--- src/rtl/cltpg_pkg.sv ---
package cltpg_pkg;

    localparam int unsigned WIDTH_MIN = 2;
    localparam int unsigned WIDTH_MAX = 22;

    typedef enum logic {
        GEN_SHIFT = 1'b0,
        GEN_COUNT = 1'b1
    } gen_mode_e;

    typedef enum logic [1:0] {
        ST_PAUSE = 2'd0,
        ST_SWEEP = 2'd1,
        ST_WRAP  = 2'd2
    } seq_state_e;

    // Feedback masks of primitive polynomials for a right-shifting register.
    // Bit 0 is always set, so the stage being shifted out is always a tap.
    function automatic logic [31:0] tap_mask(input int unsigned w);
        logic [31:0] m;
        case (w)
            2:       m = (32'd1 << 1)  | 32'd1;
            3:       m = (32'd1 << 2)  | 32'd1;
            4:       m = (32'd1 << 3)  | 32'd1;
            5:       m = (32'd1 << 3)  | 32'd1;
            6:       m = (32'd1 << 5)  | 32'd1;
            7:       m = (32'd1 << 6)  | 32'd1;
            8:       m = (32'd1 << 6)  | (32'd1 << 5) | (32'd1 << 4) | 32'd1;
            9:       m = (32'd1 << 5)  | 32'd1;
            10:      m = (32'd1 << 7)  | 32'd1;
            11:      m = (32'd1 << 9)  | 32'd1;
            12:      m = (32'd1 << 11) | (32'd1 << 10) | (32'd1 << 4) | 32'd1;
            13:      m = (32'd1 << 12) | (32'd1 << 11) | (32'd1 << 8) | 32'd1;
            14:      m = (32'd1 << 13) | (32'd1 << 12) | (32'd1 << 2) | 32'd1;
            15:      m = (32'd1 << 14) | 32'd1;
            16:      m = (32'd1 << 15) | (32'd1 << 13) | (32'd1 << 4) | 32'd1;
            17:      m = (32'd1 << 14) | 32'd1;
            18:      m = (32'd1 << 11) | 32'd1;
            19:      m = (32'd1 << 18) | (32'd1 << 17) | (32'd1 << 14) | 32'd1;
            20:      m = (32'd1 << 17) | 32'd1;
            21:      m = (32'd1 << 19) | 32'd1;
            22:      m = (32'd1 << 21) | 32'd1;
            default: m = 32'd1;
        endcase
        return m;
    endfunction

endpackage

--- src/rtl/cltpg_shift_next.sv ---
module cltpg_shift_next
    import cltpg_pkg::*;
#(
    parameter int unsigned WIDTH = 8
) (
    input  logic [WIDTH-1:0] cur,
    output logic [WIDTH-1:0] nxt
);

    localparam logic [31:0]      MASK_FULL = tap_mask(WIDTH);
    localparam logic [WIDTH-1:0] TAPS      = MASK_FULL[WIDTH-1:0];

    logic lin_fb;
    logic upper_clear;

    always_comb begin
        lin_fb      = ^(cur & TAPS);
        // Only 0..01 and 0..00 have every stage but the outgoing one clear.
        // Flipping the feedback there splices zero into the cycle.
        upper_clear = ~|cur[WIDTH-1:1];
        nxt         = {lin_fb ^ upper_clear, cur[WIDTH-1:1]};
    end

endmodule

--- src/rtl/cltpg_count_next.sv ---
module cltpg_count_next #(
    parameter int unsigned WIDTH = 8
) (
    input  logic [WIDTH-1:0] cur,
    output logic [WIDTH-1:0] nxt
);

    localparam logic [WIDTH-1:0] INC = WIDTH'(1);

    always_comb begin
        nxt = cur + INC;
    end

endmodule

--- src/rtl/cltpg_period_ctr.sv ---
module cltpg_period_ctr #(
    parameter int unsigned WIDTH = 8
) (
    input  logic clk,
    input  logic rst,
    input  logic clear,
    input  logic step,
    output logic last
);

    localparam logic [WIDTH-1:0] FULL = {WIDTH{1'b1}};
    localparam logic [WIDTH-1:0] INC  = WIDTH'(1);

    logic [WIDTH-1:0] steps_taken;

    always_ff @(posedge clk) begin
        if (rst || clear) begin
            steps_taken <= '0;
        end else if (step) begin
            steps_taken <= steps_taken + INC;
        end
    end

    always_comb begin
        last = step && (steps_taken == FULL);
    end

    // the count wraps to zero on the closing step, so the next period is also 2^WIDTH long.
    assert_ctr_wraps_R8: assert property (@(posedge clk) disable iff (rst)
        (last && !clear) |=> (steps_taken == '0));

endmodule

--- src/rtl/cltpg_top.sv ---
module cltpg_top
    import cltpg_pkg::*;
#(
    parameter int unsigned          WIDTH     = 8,
    parameter logic [WIDTH-1:0]     SEED_INIT = WIDTH'(1)
) (
    input  logic             clk,
    input  logic             rst,
    input  logic             enable,
    input  logic             load,
    input  logic             mode,
    input  logic [WIDTH-1:0] seed,
    output logic [WIDTH-1:0] pattern,
    output logic             done
);

    localparam logic [WIDTH-1:0] PAT_ONE  = WIDTH'(1);
    localparam logic [WIDTH-1:0] PAT_ZERO = '0;
    localparam logic [WIDTH-1:0] PAT_MSB  = {1'b1, {(WIDTH-1){1'b0}}};

    generate
        if (WIDTH < WIDTH_MIN || WIDTH > WIDTH_MAX) begin : g_bad_width
            $error("cltpg_top: WIDTH must lie in 2..22");
        end
        if (SEED_INIT == '0) begin : g_bad_seed
            $error("cltpg_top: SEED_INIT must be nonzero");
        end
    endgenerate

    gen_mode_e        gen_sel;
    seq_state_e       state_q;
    seq_state_e       state_d;
    logic             step;
    logic             period_last;
    logic [WIDTH-1:0] shift_nxt;
    logic [WIDTH-1:0] count_nxt;
    logic [WIDTH-1:0] pat_nxt;

    always_comb begin
        gen_sel = gen_mode_e'(mode);
        step    = enable && !load;
    end

    cltpg_shift_next #(.WIDTH(WIDTH)) u_shift (
        .cur (pattern),
        .nxt (shift_nxt)
    );

    cltpg_count_next #(.WIDTH(WIDTH)) u_count (
        .cur (pattern),
        .nxt (count_nxt)
    );

    cltpg_period_ctr #(.WIDTH(WIDTH)) u_period (
        .clk   (clk),
        .rst   (rst),
        .clear (load),
        .step  (step),
        .last  (period_last)
    );

    always_comb begin
        unique case (gen_sel)
            GEN_SHIFT: pat_nxt = shift_nxt;
            GEN_COUNT: pat_nxt = count_nxt;
            default:   pat_nxt = shift_nxt;
        endcase
    end

    // Pattern register
    always_ff @(posedge clk) begin
        if (rst) begin
            pattern <= SEED_INIT;
        end else if (load) begin
            pattern <= seed;
        end else if (step) begin
            pattern <= pat_nxt;
        end
    end

    // Sequencer: state register
    always_ff @(posedge clk) begin
        if (rst) begin
            state_q <= ST_PAUSE;
        end else begin
            state_q <= state_d;
        end
    end

    // Sequencer: next state
    always_comb begin
        state_d = ST_PAUSE;
        unique case (state_q)
            ST_PAUSE, ST_SWEEP, ST_WRAP: begin
                if (load) begin
                    state_d = ST_PAUSE;                        // T_LOAD
                end else if (!enable) begin
                    state_d = ST_PAUSE;                        // T_IDLE
                end else if (period_last) begin
                    state_d = ST_WRAP;                         // T_CLOSE
                end else begin
                    state_d = ST_SWEEP;                        // T_ADVANCE
                end
            end
            default: state_d = ST_PAUSE;
        endcase
    end

    // Sequencer: outputs
    always_comb begin
        unique case (state_q)
            ST_WRAP:  done = 1'b1;
            ST_PAUSE: done = 1'b0;
            ST_SWEEP: done = 1'b0;
            default:  done = 1'b0;
        endcase
    end

    assert_load_takes_seed_R2: assert property (@(posedge clk) disable iff (rst)
        load |=> (pattern == $past(seed)) && !done);

    assert_hold_when_idle_R3: assert property (@(posedge clk) disable iff (rst)
        (!load && !enable) |=> $stable(pattern) && !done);

    assert_zero_entry_R5: assert property (@(posedge clk) disable iff (rst)
        (step && gen_sel == GEN_SHIFT && pattern == PAT_ONE) |=> (pattern == PAT_ZERO));

    assert_zero_exit_R5: assert property (@(posedge clk) disable iff (rst)
        (step && gen_sel == GEN_SHIFT && pattern == PAT_ZERO) |=> (pattern == PAT_MSB));

    assert_shift_right_R4: assert property (@(posedge clk) disable iff (rst)
        (step && gen_sel == GEN_SHIFT) |=> (pattern[WIDTH-2:0] == $past(pattern[WIDTH-1:1])));

    assert_count_inc_R7: assert property (@(posedge clk) disable iff (rst)
        (step && gen_sel == GEN_COUNT) |=> (pattern == $past(pattern) + PAT_ONE));

    assert_done_single_R8: assert property (@(posedge clk) disable iff (rst)
        done |=> !done);

    assert_done_after_step_R8: assert property (@(posedge clk) disable iff (rst)
        $rose(done) |-> $past(step));

endmodule

--- config.mk ---
export PLATFORM = sky130hd
export DESIGN_NAME = cltpg_top
export DESIGN_NICKNAME = d
export VERILOG_FILES = /design/src/rtl/cltpg_pkg.sv /design/src/rtl/cltpg_shift_next.sv /design/src/rtl/cltpg_count_next.sv /design/src/rtl/cltpg_period_ctr.sv /design/src/rtl/cltpg_top.sv
export SDC_FILE = /design/constraint.sdc
export NUM_CORES = 1
export LEC_CHECK = 0
export CORE_UTILIZATION = 45
export CTS_CLUSTER_DIAMETER = 60
export DETAILED_ROUTE_END_ITERATION = 8
export GPL_ROUTABILITY_DRIVEN = 0
export PLACE_DENSITY = 0.74
export SLEW_MARGIN = 20
export SYNTH_ARGS = -nofsm -noshare
export SYNTH_HDL_FRONTEND = slang
export SYNTH_SLANG_ARGS = --single-unit
--- constraint.sdc ---
create_clock -name clk -period 1.25 [get_ports clk]
set_input_delay 0.25 -clock clk [delete_from_list [all_inputs] [get_ports clk]]
set_output_delay 0.25 -clock clk [all_outputs]
set_load 0.02 [all_outputs]
; Word-level counts from Yosys, hierarchy flattened
; Cells that the tools add are included.
[word_totals]
regBits = 18
in_bits = 13
out_inout_bits = 9
word_cells = 28
[classes]
add_sub_neg = 2
eq_ne = 3
muxes = 5
bitwise_logic = 4
n_reduce_logical = 11
[ops]
columns = operator, n
row1 = 8-bit by 1-bit adder with 8-bit output (second input constant), 2
row2 = 8-bit two-way mux, 2
row3 = 8-bit case mux with 2 select lines, 1
row4 = 8-bit equality test (second input constant), 1
row5 = 8-bit XOR reduction, 1
row6 = 7-bit OR reduction, 1
row7 = 4-bit OR reduction, 1
row8 = 1-bit NOT, 3
row9 = 3-bit OR reduction, 1
row10 = 2-bit by 1-bit equality test with 1-bit output (second input constant), 1
row11 = 2-bit equality test (second input constant), 1
row12 = 1-bit logical AND, 2
row13 = 1-bit logical NOT, 2
row14 = 2-bit logical NOT, 1
row15 = 2-bit two-way mux, 1
row16 = 2-bit nonzero test, 1
row17 = 1-bit logical OR, 1
row18 = 1-bit two-way mux, 1
row19 = 1-bit bitwise XOR, 1

; Logic depth before layout (Yosys ltp)
; Gate-level depths: netlist of the first run.
[logic_depth]
depth_word = 6
mapped_depth = 6
depth_no_buf = 5

; Cells and area by module
; From an unflattened synthesis of the first run, not the netlist that was laid out.
[unflattened]
cells_unflattened = 127
area_unflattened_um2 = 1179.9
[modules_own_cells]
columns = mod, instances, cells_per_inst, area_each_um2, seq_area_each_um2
row1 = cltpg_top, 1, 53, 585.6, 200.2
row2 = cltpg_period_ctr, 1, 40, 354.1, 160.2
row3 = cltpg_shift_next, 1, 18, 123.9, 0.0
row4 = cltpg_count_next, 1, 16, 116.4, 0.0

; Worst setup path before layout of the first run
; OpenSTA, ideal clock, no wires.
[synth_timing]
path_type = reg-to-reg
from = reg pattern[2]
to = reg pattern[7]
setup_time_ns = 0.070
arrival_time_ns = 1.365
t_required_ns = 1.180
path_slack_ns = -0.185
path_stages_with_launch = 6
path_buffers = 1
period_less_slack_ns = 1.435
cell_sequence = dfxtp_1 buf_4 nand4_2 or3_1 a31oi_1 o2bb2ai_1
[synth_between]
elab_chain_len = 6
elab_cells_between_ends = 7
classes_between = add/sub: 1 / mux: 3 / bitwise: 1 / reduce/logical: 2
[synth_lines]
columns = element, line
row1 = start: declaration, cltpg_top.sv:13  ; output logic [WIDTH-1:0] pattern,
row2 = start signal: assignment, cltpg_top.sv:77  ; pattern <= pat_nxt;
row3 = branches (longest 3 deep; another with 8-bit by 1-bit adder with 8-bit output), -
row4 = 8-bit case mux with 2 select lines (*), cltpg_top.sv:63  ; unique case (gen_sel)
row5 = 8-bit two-way mux (*), cltpg_top.sv:76  ; end else if (step) begin
row6 = 8-bit two-way mux (*), cltpg_top.sv:74  ; end else if (load) begin
; Mark *: on every way between the ends. The select of a mux whose other input is x is not followed.
; A chain may end at the register's enable or synchronous reset.

; Worst setup path in the final report of the first run
[layout_timing]
from = reg pattern[4]
to = reg pattern[7]
; The elaborated chain is that of the path after synthesis.

==> results.toml, run 1 <==
[worst_setup_path]
start_kind = "flop"
worst_r2r_path_depth = 5
slowest_delay_ns = 0.39
cp.arrival_ns = 1.49
cp_num_buf_inv = 1
crit_fanout = 3
crit_path_cell_trace = "buf_6 > nand3_2 > or3_1 > a31oi_1 > o2bb2ai_1"
cp.required_ns = 1.48
cp_num_cells = 5
path_class = "reg -> reg"
cpMaxStageDelayCell = "dfxtp_4"
cp_top_family = "simple AND/OR/NAND/NOR gates"
cp-end-kind = "flop"

[timing]
rsz0062_at_grt = "yes"
worst_pin_slew_ns = 0.298
period_needed_ns = 1.27
fin_setup_tns_ns = -0.0181
fmax_mhz = 789
finalSetupViolCount = 1
hold_viol = 0
worst_slack_ns = -0.0181
period_share_pct = 101
slew_headroom_pct = 80.1
finClkSkew_ns = 0.00683
drv_slew = 0

[placed_design]
io_buffers = 21
placed_cells_incl_taps = 184
dp_hpwl_um = 1830

[yosys]
syn_area_mm2 = 0.00106
async_reset_ff_share_pct = 0
synth-xor-area-share_pct = 7.45
yosysUniqueCellTypes = 35
yosys.area.top_type = "dfxtp_1"
synth_flop_cell = "dfxtp_1"
yosys.area_share.simple_pct = 26.4
synth_nets = 141
synth-edff-count = 0
synthMuxAreaShare_pct = 4.73
synth-seq-cells = 18
yosysTopAreaCellShare_pct = 34.0
synth_compound_area_share_pct = 16.7
synth.most_common_cell = "dfxtp_1"
synth_common_cells = "18 x dfxtp_1, 14 x nor2_1, 9 x a21oi_1"
synth.area.top_cells = "dfxtp_1 34%, nor2_1 5.0%, xor2_1 5.0%"
synth_fa_ha_area_share_pct = 3.55
netlist_instances = 125
yosys_warnings = 0
syn_area_per_cell_um2 = 8.47
yosysSeqAreaShare_pct = 34.0
synth_top_family_by_area = "simple AND/OR/NAND/NOR gates"

[power_and_ir_drop]
power_density_mw_per_mm2 = 874
power_leakage_nw = 0.602
p_total_w = 0.00132
peakVddDrop_mv = 0.724

[grt]
antenna_found_initial = 0
grt_max_degree = 11
grt_overflow_total = 0
grt_use_total_pct = 21.6
grt_pass1_wl_um = 4240
grt_pass1_vias = 984

[die]
start_util_pct = 47.9
row_count = 17
io-pin-count = 22
die_area_mm2 = 0.00255
coreArea_mm2 = 0.00221
dieWidth_um = 50.5
fp.dieH_um = 50.5

[outcome]
violations = "negative setup slack"
status = "finished with violations"

[final_layout]
multi_input_area_um2 = 679
nNetsFinal = 181
syn2layout_area_growth_pct = 42.8
fillers = 184
drive_gt1_share_pct = 31.7
seq_area_um2 = 383
layout.cells.non_filler = 192
diodes = 0

[run]
drv_cap = 0

[min_path]
min_path_cells = 4
hp-class = "in -> reg"

[route]
via_count = 1050
vias_per_cell = 5.47
firstDrtPassIters = 4
ant_nets = 0
drt-initial-drc-count = 19
detail_route.wl_per_cell_um = 13.2
drcViolationCount = 0
drt-total-wl_um = 2530

[cts]
cts_root_buf = "clkbuf_4"
htreeDepth = 1
cts_tree = "yes"
cts_made_buffers = 3
clockBufferDepth = 2
insertion_delay_ns = 0.29
path_clk_slew_ns = 0.11
cts_sinks = 18
[worst min-delay path: stages]
cell and delay (ns):
dlymetal6s2s_1 0.14, buf_4 0.17, o2111ai_1 0.10, a21oi_1 0.06
[layer usage]
| metal | track usage, % | vias to the layer above | wire length [um] |
|---|---|---|---|
| met1 | 27.6 | 492 | 1180 |
| met3 | 3.64 | 4 | 79 |
| met4 | 7.41 | 0 | 23 |
| li1 | - | 526 | - |
| met2 | 36.2 | 28 | 1250 |
| met5 | 0 | - | 0 |
[registers in the layout, summed over array words and instances (netlist names)]
register,count
state_q,2
pattern,8
u_period.steps_taken,8
[logic make-up after synthesis]
logic type                 after synthesis
buffers and inverters                   12
muxes                                    5
adders and majority gates                3
DFF                                     18
AOI/OAI and AO/OA                       27
xor gates and xnor gates                 9
and+or+nand+nor                         51
[final timing paths]
check                     startpoint                       to  slack (ns)
min                             mode               pattern[5]        0.46
min reg2reg  u_period.steps_taken[1]  u_period.steps_taken[1]        0.51
max reg2reg               pattern[4]               pattern[7]       -0.02
max                       pattern[4]               pattern[7]       -0.02
[report_power, final]
group          switching (W)  leakage (nW)  total, W  internal [W]
logic               0.000154         0.429  0.000337      0.000183
registers          0.0000340         0.151  0.000629      0.000595
clock network       0.000178        0.0210  0.000355      0.000177
total               0.000365         0.602   0.00132      0.000955
[final cells by class]
cell class              count  area share, %
repair buffers             44           24.3
clock buffers               4           2.40
flip-flops and latches     18           25.3
well taps                  28           2.32
multi-input cells          95           45.0
inverters                   3          0.745
[metrics by stage]
step | hold slack (ns) | instance area (um^2) | util [%] | setup slack [ns]
floorplan | 0.372 | 1090 | - | -0.00463
global placement | 0.480 | 1410 | 63.7 | -0.337
detailed placement | 0.491 | 1410 | 63.7 | -0.374
CTS | 0.507 | 1490 | 67.3 | 0.00472
global route | 0.485 | 1510 | 68.3 | -0.0817
finish | 0.462 | 1510 | 68.3 | -0.0181
[cell usage in the layout, fill, tap and decap left out, drive strengths merged, types with 4 or more instances in the layout]
cell | Yosys | final
a21oi | 9 | 9
buf | 6 | 26
dfxtp | 18 | 18
mux2i | 5 | 5
nand4 | 4 | 4
nor2 | 14 | 14
clkbuf | 3 | 7
xor2 | 6 | 6
nand2 | 8 | 8
clkdlybuf4s50 | 0 | 9
nand3 | 6 | 6
[what timing repair did]
action | in CTS | in global routing
hold buffers | 0 | 0
endpoints found under the setup margin | 18 | 11
resized for setup | 30 | 17
setup buffers | 2 | 2
endpoints found under the hold margin | 0 | 0
pin swaps | 1 | 9
Power figures use the tool's default switching activity.
==> run 2: changes to the inputs <==
--- a/config.mk
+++ b/config.mk
@@ -5,12 +5,14 @@
 export SDC_FILE = /design/constraint.sdc
 export NUM_CORES = 1
 export LEC_CHECK = 0
+export ABC_AREA = 1
 export CORE_UTILIZATION = 45
 export CTS_CLUSTER_DIAMETER = 60
 export DETAILED_ROUTE_END_ITERATION = 8
 export GPL_ROUTABILITY_DRIVEN = 0
-export PLACE_DENSITY = 0.74
+export PLACE_DENSITY = 0.75
 export SLEW_MARGIN = 20
 export SYNTH_ARGS = -nofsm -noshare
 export SYNTH_HDL_FRONTEND = slang
 export SYNTH_SLANG_ARGS = --single-unit
+export TNS_END_PERCENT = 50
==> results.toml, run 2 <==
[outcome]
status = "finished with violations"
violations = "negative setup slack"

[placed_design]
dpl-instance-area_mm2 = 0.00146
dp_hpwl_um = 2110
io_buffers = 21
post-place-ws_ns = -0.434

[grt]
antenna_found_initial = 0
grt_use_total_pct = 23.8
grt_pass1_wl_um = 4530
grt_overflow_total = 0
grt_max_degree = 12
grt_pass1_vias = 1101

[worst_setup_path]
worst_r2r_path_depth = 11
start_kind = "flop"
cp.arrival_ns = 1.57
r2r-end = "pattern[7]"
cp.required_ns = 1.49
r2r_start = "pattern[4]"
crit_fanout = 3
path_class = "reg -> reg"
r2r_slack_ns = -0.08
cp-end-kind = "flop"

[power_and_ir_drop]
power_density_mw_per_mm2 = 849
clock_power_share_pct = 27.3
peakVddDrop_mv = 0.597
power_leakage_nw = 0.670
p_total_w = 0.00133
netSwitchingPower_w = 0.000397
switching_share_pct = 29.8
pwr-share-comb_pct = 25.9
intPower_w = 0.000936
power_frac_seq_pct = 46.7

[final_layout]
fillers = 182
finalInstanceArea_mm2 = 0.00157
diodes = 0
drive_gt1_share_pct = 34.7
mostFrequentLayoutCells = "25 x nand2_1, 25 x buf_4, 16 x inv_1"
nNetsFinal = 213
fin_util_pct = 70.9
top_regs = "pattern: 8 flops, u_period.steps_taken: 8 flops, state_q: 2 flops"
syn2layout_area_growth_pct = 49.3

[cts]
path_clk_slew_ns = 0.11
insertion_delay_ns = 0.30
clockBufferDepth = 2
cts_root_buf = "clkbuf_4"
cts_made_buffers = 3
htreeDepth = 1
cts_sinks = 18
cts_tree = "yes"
cts_hold_buf = 0

[yosys]
synth.most_common_cell = "nand2_1"
yosysSeqAreaShare_pct = 34.3
yosys_warnings = 0
syn_area_mm2 = 0.00105
synth-seq-cells = 18
synth_common_cells = "29 x nand2_1, 18 x dfxtp_1, 17 x inv_1"
yosysUniqueCellTypes = 24
synth.area.top_cells = "dfxtp_1 34%, nand2_1 10%, a21oi_1 7.1%"
synth-edff-count = 0
yosys.area.top_type = "dfxtp_1"
synth_nets = 166
synth_flop_cell = "dfxtp_1"
syn_area_per_cell_um2 = 7.01
async_reset_ff_share_pct = 0
yosysTopAreaCellShare_pct = 34.3
netlist_instances = 150

[die]
row_count = 17
die_area_mm2 = 0.00253
coreArea_mm2 = 0.00221
io-pin-count = 22
fp.dieH_um = 50.3
start_util_pct = 47.5
dieWidth_um = 50.3

[min_path]
min_path_cells = 2
hold_start = "u_period.steps_taken[7]"
hp-class = "reg -> reg"
worstHoldEndpoint = "state_q[1]"

[route]
ant_nets = 0
detail_route.wl_per_cell_um = 12.9
drt-total-wl_um = 2900
firstDrtPassIters = 4
vias_per_cell = 5.21
drt-initial-drc-count = 28
via_count = 1168
drcViolationCount = 0

[timing]
finalSetupViolCount = 1
hold_viol = 0
period_share_pct = 107
worst_pin_slew_ns = 0.340
drv_slew = 0
slew_headroom_pct = 77.3
rsz0062_at_grt = "yes"
fmax_mhz = 749
worst_slack_ns = -0.0849
period_needed_ns = 1.33
finClkSkew_ns = 0.00857
timing.hold.ws_ns = 0.472

[run]
drv_cap = 0
-- run 2: how the worst max path moves through the flow --
stage                 end       start  slack (ns)  cells past startpoint
3_3_place_gp   state_q[0]      enable       -0.39                      9
4_1_cts        pattern[7]  pattern[4]       -0.07                     11
2_1_floorplan  pattern[7]  pattern[5]       -0.08                     11
5_1_grt        pattern[7]  pattern[4]       -0.21                     11
6_report       pattern[7]  pattern[4]       -0.08                     11
3_5_place_dp   state_q[0]      enable       -0.43                      9
-- run 2: metal layers --
layer | GRT usage, % | share of wire [%]
met1 | 28.3 | 44
met2 | 42.0 | 50
met3 | 3.64 | 4.2
met4 | 10.2 | 1.3
met5 | 0 | 0
-- run 2: kinds of logic after synthesis --
family / synth area share (%)
AO/OA/AOI/OAI: 16.9
flip-flops: 34.3
XOR/XNOR: 5.00
buffers and inverters: 9.40
adder cells (fa/ha/maj): 3.57
AND/OR/NAND/NOR: 30.8
-- run 2: cell type report --
cell class,count,area (um^2),share of cell area [%]
clock buffer,4,36.3,2.31
inverter,18,67.6,4.31
tap,28,35.0,2.23
sequential,18,382,24.3
timing repair buffer,47,367,23.4
multi-input combinational,109,682,43.5
-- run 2: worst max-delay path, stage by stage (launching register included) --
cell,delay [ns]
dfxtp_4,0.38
ha_4,0.27
inv_2,0.03
nand2_2,0.06
nand2_2,0.06
nand2_2,0.06
nand2_1,0.05
nand2_1,0.07
nand3_2,0.06
nand2_1,0.08
nand2_1,0.06
a21oi_2,0.10
-- run 2: power groups by stage --
stage | Sequential [W] | Clock, W | Combinational, W
2_1_floorplan | 0.000658 | 0 | 0.000144
3_5_place_dp | 0.000631 | 0 | 0.000330
3_3_place_gp | 0.000630 | 0 | 0.000319
5_1_grt | 0.000627 | 0.000393 | 0.000382
4_1_cts | 0.000620 | 0.000377 | 0.000321
6_report | 0.000623 | 0.000364 | 0.000346
-- run 2: per-stage QoR --
step,instances,TNS [ns]
after global placement,219,-4.89
after global routing,224,-0.268
after floorplan,150,-0.0756
after CTS,223,-0.102
final,224,-0.0849
after detailed placement,219,-5.59
-- run 2: repair_timing --
action,in CTS,in global routing
buffers inserted,0,1
gates resized for setup,22,37
pin swaps,0,5
gates cloned,0,0
endpoints found under the setup margin,15,17
==> run 3: changes to the inputs <==
--- a/config.mk
+++ b/config.mk
@@ -10,7 +10,7 @@
 export CTS_CLUSTER_DIAMETER = 60
 export DETAILED_ROUTE_END_ITERATION = 8
 export GPL_ROUTABILITY_DRIVEN = 0
-export PLACE_DENSITY = 0.75
+export PLACE_DENSITY = 0.72
 export SLEW_MARGIN = 20
 export SYNTH_ARGS = -nofsm -noshare
 export SYNTH_HDL_FRONTEND = slang
==> constraint.sdc (replaced) <==
create_clock -name clk -period 1.6 [get_ports clk]
set_input_delay 0.32 -clock clk [delete_from_list [all_inputs] [get_ports clk]]
set_output_delay 0.32 -clock clk [all_outputs]
set_load 0.02 [all_outputs]
==> results.toml, run 3 (synthesis gave the netlist of run 2 again) <==
[grt]
grt_use_met1_pct = 25.6
grt_use_total_pct = 22.6
use_met2_pct = 42.4
grt_pass1_wl_um = 4350
antenna_found_initial = 0
grt_pass1_vias = 1039
grt_max_degree = 12
grt_overflow_total = 0
grt.busiest_layer = "met2"
grt_use_met3_pct = 1.82

[cts]
cts_made_buffers = 3
clockBufferDepth = 2
cts_sinks = 18
cts_tree = "yes"
path_clk_slew_ns = 0.11
postCtsSetupBuffers = 0
cts_root_buf = "clkbuf_4"
insertion_delay_ns = 0.30
htreeDepth = 1

[timing]
finalSetupViolCount = 0
drv_slew = 0
fin_setup_tns_ns = 0
slew_headroom_pct = 80.3
period_share_pct = 91.5
hold_viol = 0
worst_pin_slew_ns = 0.295
fmax_mhz = 683
rsz0062_at_grt = "no"
worst_slack_ns = 0.136
finClkSkew_ns = 0.00381
period_needed_ns = 1.46

[route]
detail_route.wl_per_cell_um = 12.1
drcViolationCount = 0
via_count = 1116
vias_per_cell = 5.24
ant_nets = 0
firstDrtPassIters = 4
drt-initial-drc-count = 18
drt-total-wl_um = 2580

[worst_setup_path]
crit_fanout = 7
cp.required_ns = 1.28
cpMaxStageDelayCell = "dfxtp_1"
cp-end-kind = "output pin"
start_kind = "flop"
cp_num_buf_inv = 1
path_class = "reg -> out"
slowest_delay_ns = 0.48
crit_path_cell_trace = "dlygate4sd2_1"
cp_top_family = "flip-flops"
cp.arrival_ns = 1.14

[final_layout]
nNetsFinal = 202
fillers = 211
syn2layout_area_growth_pct = 33.8
diodes = 0
top_regs = "pattern: 8 flops, u_period.steps_taken: 8 flops, state_q: 2 flops"
multi_input_area_um2 = 592
mostFrequentLayoutCells = "29 x nand2_1, 18 x dfxtp_1, 17 x inv_1"
drive_gt1_share_pct = 15.7
layout_commonest_cell = "nand2_1"
seq_area_um2 = 360
finalInstanceArea_mm2 = 0.00141
layout.cells.non_filler = 213

[placed_design]
placed_cells_incl_taps = 209
post-place-ws_ns = -0.144
dp_hpwl_um = 1970
io_buffers = 21
dpl-instance-area_mm2 = 0.00138

[power_and_ir_drop]
power_leakage_nw = 0.640
peakVddDrop_mv = 0.481
power_density_mw_per_mm2 = 708
p_total_w = 0.000996

[die]
row_count = 17
coreArea_mm2 = 0.00221
io-pin-count = 22
dieWidth_um = 50.3
start_util_pct = 47.5
die_area_mm2 = 0.00253
fp.dieH_um = 50.3

[run]
drv_cap = 0

[min_path]
hp-class = "reg -> reg"

[outcome]
status = "finished, final reports clean"
run 3: metrics by stage:
| stage | util [%] | hold slack (ns) |
|---|---|---|
| global route | 63.6 | 0.503 |
| global placement | 62.3 | 0.459 |
| detailed placement | 62.3 | 0.462 |
| finish | 63.6 | 0.478 |
| CTS | 63.5 | 0.479 |
| floorplan | - | 0.439 |
run 3: cell type report:
cell class                      instances  share of cell area (%)
Tap cell                               28                    2.49
Clock buffer                            4                    2.58
Sequential cell                        18                    25.6
Inverter                               18                    4.80
Timing Repair Buffer                   36                    22.4
Multi-Input combinational cell        109                    42.1
run 3: final timing paths:
kind                      startpoint                 endpoint  slack [ns]  cells after the start
max                       pattern[5]               pattern[5]        0.14                      1
min reg2reg  u_period.steps_taken[7]  u_period.steps_taken[7]        0.48                      2
max reg2reg               pattern[5]               pattern[7]        0.14                     10
min          u_period.steps_taken[7]  u_period.steps_taken[7]        0.48                      2
run 3: power by group:
part,total [W],internal (W),switching (W),leakage [nW]
Combinational,0.000215,0.000101,0.000114,0.472
Sequential,0.000490,0.000466,0.0000242,0.147
Clock,0.000291,0.000139,0.000152,0.0210
run 3: routing by layer:
metal	up-vias	share of wire, %
met5	-	0
met4	0	1.3
met3	4	2.7
met2	21	53
met1	526	43
li1	565	-
run 3: repair_timing:
action | in CTS | in global routing
hold buffers | 0 | 0
endpoints found under the setup margin | 8 | 1
gates resized for setup | 8 | 1
hold endpoints to repair | 0 | 0
